**src/rtl/gate_scan_pkg.sv**
```systemverilog
package gate_scan_pkg;

  typedef enum logic [2:0] {
    LVL_GND  = 3'b000,
    LVL_LOW  = 3'b001,
    LVL_NEG  = 3'b010,
    LVL_POS  = 3'b011,
    LVL_HIGH = 3'b100
  } level_e;

  // strobes from the control to the datapath, valid in the current clk cycle
  typedef struct packed {
    logic shiftEn;   // rising edge of the primary row clock seen this cycle
    logic loadBit;   // value entering row 1 on a shift
    logic gateOn;    // selected row may drive gate-high
    logic posPre;    // pre-pulse polarity
  } scan_ctrl_t;

endpackage

```
**src/rtl/gate_scan_ctrl.sv**
```systemverilog
module gate_scan_ctrl
  import gate_scan_pkg::*;
#(
  parameter int NROWS = 241,
  parameter int CW    = $clog2(NROWS + 1)
) (
  input  logic          clk,
  input  logic          rstN,
  input  logic          rowClkA,
  input  logic          rowClkB,
  input  logic          frameStart,
  input  logic          rowInv,
  input  logic [CW-1:0] rowCount,
  output scan_ctrl_t    strobe,
  output logic [CW-1:0] activeCount
);

  localparam logic [CW-1:0] MAX_COUNT = CW'(NROWS);

  logic prevA;

  always_ff @(posedge clk or negedge rstN) begin
    if (!rstN) prevA <= 1'b0;
    else       prevA <= rowClkA;
  end

  always_comb begin
    strobe.shiftEn = rowClkA & ~prevA;
    strobe.loadBit = frameStart;
    strobe.gateOn  = rowClkB;
    strobe.posPre  = rowInv;
  end

  always_comb begin
    if (rowCount == '0)            activeCount = CW'(1);
    else if (rowCount > MAX_COUNT) activeCount = MAX_COUNT;
    else                           activeCount = rowCount;
  end

  // a shift strobe cannot repeat on the next cycle without the clock dropping
  a_r2_single_step: assert property (@(posedge clk) disable iff (!rstN)
    strobe.shiftEn |=> !strobe.shiftEn);

  // effective count stays within 1..NROWS
  a_r7_count_range: assert property (@(posedge clk) disable iff (!rstN)
    (activeCount != '0) && (activeCount <= MAX_COUNT));

endmodule

```
**src/rtl/gate_scan_datapath.sv**
```systemverilog
module gate_scan_datapath
  import gate_scan_pkg::*;
#(
  parameter int NROWS = 241,
  parameter int CW    = $clog2(NROWS + 1)
) (
  input  logic          clk,
  input  logic          rstN,
  input  scan_ctrl_t    strobe,
  input  logic [CW-1:0] activeCount,
  output level_e        levelQ [NROWS]
);

  logic [NROWS-1:0] tok;
  logic [NROWS-1:0] tokNext;
  logic [NROWS-1:0] isHigh;
  level_e           levelD [NROWS];

  always_comb begin
    if (!strobe.shiftEn)     tokNext = tok;
    else if (strobe.loadBit) tokNext = NROWS'(1);
    else                     tokNext = {tok[NROWS-2:0], 1'b0};
  end

  always_ff @(posedge clk or negedge rstN) begin
    if (!rstN) tok <= '0;
    else       tok <= tokNext;
  end

  for (genvar i = 0; i < NROWS; i++) begin : g_row
    logic prevSel;
    logic rowActive;
    if (i == 0) begin : g_first
      assign prevSel = 1'b0;
    end else begin : g_rest
      assign prevSel = tokNext[i-1];
    end
    assign rowActive = (CW'(i) < activeCount);

    always_comb begin
      if (!rowActive)
        levelD[i] = LVL_GND;
      else if (tokNext[i])
        levelD[i] = (strobe.gateOn && (i != NROWS - 1)) ? LVL_HIGH : LVL_LOW;
      else if (prevSel)
        levelD[i] = strobe.posPre ? LVL_POS : LVL_NEG;
      else
        levelD[i] = LVL_LOW;
    end

    always_ff @(posedge clk or negedge rstN) begin
      if (!rstN) levelQ[i] <= LVL_GND;
      else       levelQ[i] <= levelD[i];
    end

    assign isHigh[i] = (levelQ[i] == LVL_HIGH);

    // never an undefined code
    a_r9_legal_code: assert property (@(posedge clk) disable iff (!rstN)
      levelQ[i] inside {LVL_GND, LVL_LOW, LVL_NEG, LVL_POS, LVL_HIGH});
  end

  // at most one row at gate-high
  a_r9_one_high: assert property (@(posedge clk) disable iff (!rstN)
    $countones(isHigh) <= 1);

  // extra row never drives gate-high
  a_r8_last_not_high: assert property (@(posedge clk) disable iff (!rstN)
    levelQ[NROWS-1] != LVL_HIGH);

  // a load leaves exactly row 1 selected
  a_r3_load_single: assert property (@(posedge clk) disable iff (!rstN)
    (strobe.shiftEn && strobe.loadBit) |=> (tok[0] && $countones(tok) == 1));

  // without a shift strobe the token stays put
  a_r2_hold: assert property (@(posedge clk) disable iff (!rstN)
    !strobe.shiftEn |=> $stable(tok));

  // outputs are ground while reset is held
  always @(posedge clk) begin
    if (!rstN) begin
      a_r1_reset_gnd: assert (isHigh == '0 && levelQ[0] == LVL_GND);
    end
  end

endmodule

```
**src/rtl/gate_line_sequencer.sv**
```systemverilog
module gate_line_sequencer
  import gate_scan_pkg::*;
#(
  parameter int NROWS = 241,
  parameter int CW    = $clog2(NROWS + 1),
  parameter int LW    = 3 * NROWS
) (
  input  logic          clk,
  input  logic          rstN,
  input  logic          rowClkA,
  input  logic          rowClkB,
  input  logic          frameStart,
  input  logic          rowInv,
  input  logic [CW-1:0] rowCount,
  output logic [LW-1:0] levelSel
);

  scan_ctrl_t    strobe;
  logic [CW-1:0] activeCount;
  level_e        levelQ [NROWS];

  gate_scan_ctrl #(.NROWS(NROWS), .CW(CW)) u_ctrl (
    .clk         (clk),
    .rstN        (rstN),
    .rowClkA     (rowClkA),
    .rowClkB     (rowClkB),
    .frameStart  (frameStart),
    .rowInv      (rowInv),
    .rowCount    (rowCount),
    .strobe      (strobe),
    .activeCount (activeCount)
  );

  gate_scan_datapath #(.NROWS(NROWS), .CW(CW)) u_dp (
    .clk         (clk),
    .rstN        (rstN),
    .strobe      (strobe),
    .activeCount (activeCount),
    .levelQ      (levelQ)
  );

  for (genvar i = 0; i < NROWS; i++) begin : g_pack
    assign levelSel[3*i +: 3] = levelQ[i];
  end

endmodule

```
**config.mk**
```make
export PLATFORM = sky130hd
export DESIGN_NAME = gate_line_sequencer
export DESIGN_NICKNAME = d
export VERILOG_FILES = /design/src/rtl/gate_scan_pkg.sv /design/src/rtl/gate_scan_ctrl.sv /design/src/rtl/gate_scan_datapath.sv /design/src/rtl/gate_line_sequencer.sv
export SDC_FILE = /design/constraint.sdc
export NUM_CORES = 1
export LEC_CHECK = 0
export BUFFER_PORTS_ARGS = -buffer_cell sky130_fd_sc_hd__clkbuf_2
export CAP_MARGIN = 20
export CORE_MARGIN = 2
export CORE_UTILIZATION = 30
export DETAILED_ROUTE_END_ITERATION = 12
export PLACE_DENSITY = 0.54
export SETUP_SLACK_MARGIN = 0.02
export SYNTH_ARGS = -nofsm -noshare
export SYNTH_HDL_FRONTEND = slang
export SYNTH_SLANG_ARGS = --single-unit
```
**constraint.sdc**
```tcl
create_clock -name clk -period 2 [get_ports clk]
set_input_delay 0.4 -clock clk [delete_from_list [all_inputs] [get_ports clk]]
set_output_delay 0.4 -clock clk [all_outputs]
set_load 0.05 [all_outputs]
```
==> summary.md <==
| Metric | Value |
|---|---|
| WP data required | `between 2000 and 3000 ps` |
| Delay-heaviest family, CP | `buffers and inverters` |
| Post-Syn Instances | `approximately 3,300` |
| Mapped cell area | `about 39,000 um^2` |
| Final Hold Fails | `0` |
| Initial Util | `0.3033` |
| Number of remaining DRC errors | `0` |
| Max incr delay on CP | `between 500 and 600 ps` |
| Fin crit share | `1.060` |
| Clock Skews | `30.44 ps` |
| Seq/Total Area, Yosys | `0.6208` |
| Pin count of the biggest net entering global routing | `76` |
| Placed instance count | `approximately 6,200` |
| Max H-tree Level | `3` |
| Pre-CTS setup slack | `-505.9 ps` |
| Num CTS Buffers | `roughly 100` |
| Seq cells post-synth | `963` |
| IO buf count | `between 700 and 800` |
| TNS Setup | `-2832 ps` |
| Clock Sinks | `963` |
| GRT Util Overall | `0.2496` |
| Worst-path clk slew | `around 60 ps` |
| EDFF count, synth | `0` |
| Minimum clock period | `~2100 ps` |
| Worst hold-check path type | `in -> reg` |
| Final setup viols | `74` |
| Crit-path cells | `nor2b_4 > buf_12 > clkbuf_16 > buf_16 > mux2_4 > nor3b_1 > a211oi_1` |
| Routed WL | `between 150,000 and 200,000 um` |
| Initial DRC Count | `approximately 2,100` |
| Final ANT Viol Nets | `0` |
| Clk Latency, worst-skew pair | `750 ps` |
| HP Start | `rowClkA` |
| Distinct cells, synth | `74` |
| FF-to-FF path depth | `7` |
| Vias in the first global route | `32,230` |
| Fillers | `12,010` |
| Die X | `around 360 um` |
| Crit path depth | `7` |
| Async set-reset flop share out of synthesis | `1.000` |
| First drt pass iteration count | `7` |
| Failing checks | `negative setup slack` |
| Top FF cell, synth | `dfrtp_1` |
| Slew @ Worst Pin | `a little over 800 ps` |
| VDD IR max | `approximately 0.00067 V` |
| Nets | `4,722` |
| Leak Pwr | `about 28 nW` |
| CP arrival | `~2700 ps` |
| CTS tree | `built` |
| Crit-path max FO | `7` |
| Hold depth | `2` |
| RSZ-0062 raised after global routing | `true` |
| PwrDens | `809.8 nW/um^2` |
| Max clock buf depth | `3` |
| Crit path buffers/inverters | `3` |
| Synth Area per Inst | `~12 um^2` |
| Root Driver | `clkbuf_16` |
| Overflow after GRT | `0` |
| Max-Slew Margin vs Limit | `0.4577` |
| # Max-Cap Violations | `0` |
| Crit. End Element | `register` |
| Initial antenna violation count | `5` |
| Outcome | `finished, violations left` |
| CP max-delay cell | `dfrtp_4` |
| Via count | `between 30,000 and 40,000` |
| Fin util | `0.4468` |
| Core area | `between 100,000 and 150,000 um^2` |
| WS Path Type | `reg -> reg` |
| Worst r2r dst | `u_dp.levelQ[402]` |
| Final setup margin | `-119.9 ps` |
| Most frequent cells in the layout | `dfrtp_1 (962), clkbuf_2 (724), buf_4 (565), nor2_1 (292), nand2_1 (235)` |
| Synthesis Warnings | `0` |
| GPL Wtd Cong | `between 0.8 and 0.9` |
| Hold Path End | `u_ctrl.prevA` |
| Share of layout cells above drive strength 1 | `0.4712` |
| Fmax achieved | `around 0.47 GHz` |
| Row count | `131` |
| R2R setup slack | `-120 ps` |
| Detailed-route wire length per cell | `roughly 27 um` |
| Area Growth Syn to Fin | `47.33%` |
| Finished Layout Cells | `~6,500` |
| Via/cell ratio | `~5` |
| R2r startpoint | `u_ctrl.prevA` |
| Die H | `363.7 um` |
| Commonest non-fill, non-tap cell in the layout | `dfrtp_1` |
| CP Launch Type | `register` |
| Io pins | `about 740` |
| Post-detail-place hpwl | `about 130,000 um` |
| Max-slew violations | `0` |
| Global-route wire length before repair | `about 240,000 um` |
| DIE AREA | `approximately 130,000 um^2` |
-- metal layers --
metal | share of wire | GRT usage | vias to the layer above
met2 | 0.48 | 0.4043 | 1119
met3 | 0.061 | 0.05207 | 240
li1 | - | - | 14250
met1 | 0.43 | 0.3325 | 16510
met4 | 0.031 | 0.08348 | 4
met5 | 0.00017 | 0 | -
-- sequential cells by signal, summed over array words and instances, names as in the netlist --
signal	cells
u_dp.tok	241
u_ctrl.prevA	1
u_dp.levelQ	721
-- how the worst max path moves through the flow --
| stage | slack (ps) | start | end |
|---|---|---|---|
| finish | -120 | u_ctrl.prevA | u_dp.levelQ[402] |
| CTS | -100 | u_ctrl.prevA | u_dp.levelQ[325] |
| detailed placement | -510 | rowClkA | u_dp.levelQ[404] |
| global placement | -560 | rowClkA | u_dp.levelQ[404] |
| global route | -150 | u_ctrl.prevA | u_dp.levelQ[228] |
| floorplan | 200 | rowClkA | u_dp.levelQ[567] |
-- synthesized netlist by cell type, types with 6 or more instances --
cell type,count,area [um^2]
o2111a_1,6,67.56
a31oi_1,35,219.0
a21oi_2,8,70.07
mux2i_2,20,275.3
or2_2,9,56.30
a21oi_1,136,680.7
a221oi_1,12,105.1
nor3_2,8,80.08
or3_1,11,68.82
a211oi_1,75,563.0
nand2b_1,15,93.84
dfrtp_1,963,24100
buf_1,7,26.28
mux2_2,97,1092
buf_6,17,191.4
inv_2,16,60.06
mux2i_1,18,180.2
nand3_1,9,45.04
and2_1,11,68.82
nor3b_1,126,945.9
buf_2,65,325.3
a21o_1,16,120.1
and3b_1,6,52.55
nor3_1,279,1396
buf_4,13,97.59
o21a_1,27,202.7
a311oi_1,30,262.8
mux2i_4,34,765.7
a211oi_2,10,125.1
o21ai_1,6,30.03
clkbuf_1,108,405.4
a2111oi_2,7,105.1
o21ai_0,83,415.4
inv_1,108,405.4
nor2_1,310,1164
nand2_1,264,991.0
o211a_1,6,60.06
and3_1,30,187.7
nor2b_1,191,1195
and2b_1,9,67.56
o221a_2,10,112.6
mux2_4,23,345.3
nor4bb_1,35,350.3
-- power breakdown --
part | total [mW] | internal, mW | switching, mW
sequential | 20.0 | 19.8 | 0.173
combinational | 5.47 | 1.70 | 3.77
clock | 20.9 | 12.5 | 8.38
-- what timing repair did --
item,4_1_cts,5_1_grt
endpoints found under the hold margin,74,0
resized for setup,60,534
gates cloned,1,19
setup buffers,6,68
hold buffers,2,0
endpoints found under the setup margin,172,302
pin swaps,1,105
-- per-stage QoR --
stage | total power, mW | hold slack, ps | cell area, um^2
finish | 46.32 | 133.2 | 57190
global placement | 25.31 | 376.7 | 49590
CTS | 46.28 | 72.47 | 53720
global route | 47.74 | 103.2 | 57190
floorplan | 22.64 | 104.4 | 38820
detailed placement | 25.32 | 382.0 | 49590
-- cells by family (layout without fill, tap and decap cells) --
logic type	Yosys count	in the layout	share of synthesized area
simple gates	1345	1345	0.1820
flops	963	963	0.6208
compound gates	490	490	0.08609
buf+inv	340	1797	0.04164
mux	195	195	0.06936
other cells	1	3	0.00009660
-- final cells by class --
type / instances / area [um^2] / area share
Clock buffer: 141 / 2973 / 0.05198
Clock inverter: 48 / 735.7 / 0.01286
Tap cell: 1729 / 2163 / 0.03782
Antenna cell: 1 / 2.502 / 0.00004375
Timing Repair Buffer: 1484 / 11280 / 0.1971
Inverter: 124 / 478.0 / 0.008357
Sequential cell: 963 / 24100 / 0.4214
Multi-Input combinational cell: 2032 / 15460 / 0.2704
No activity file was read; power rests on OpenSTA's default activity.
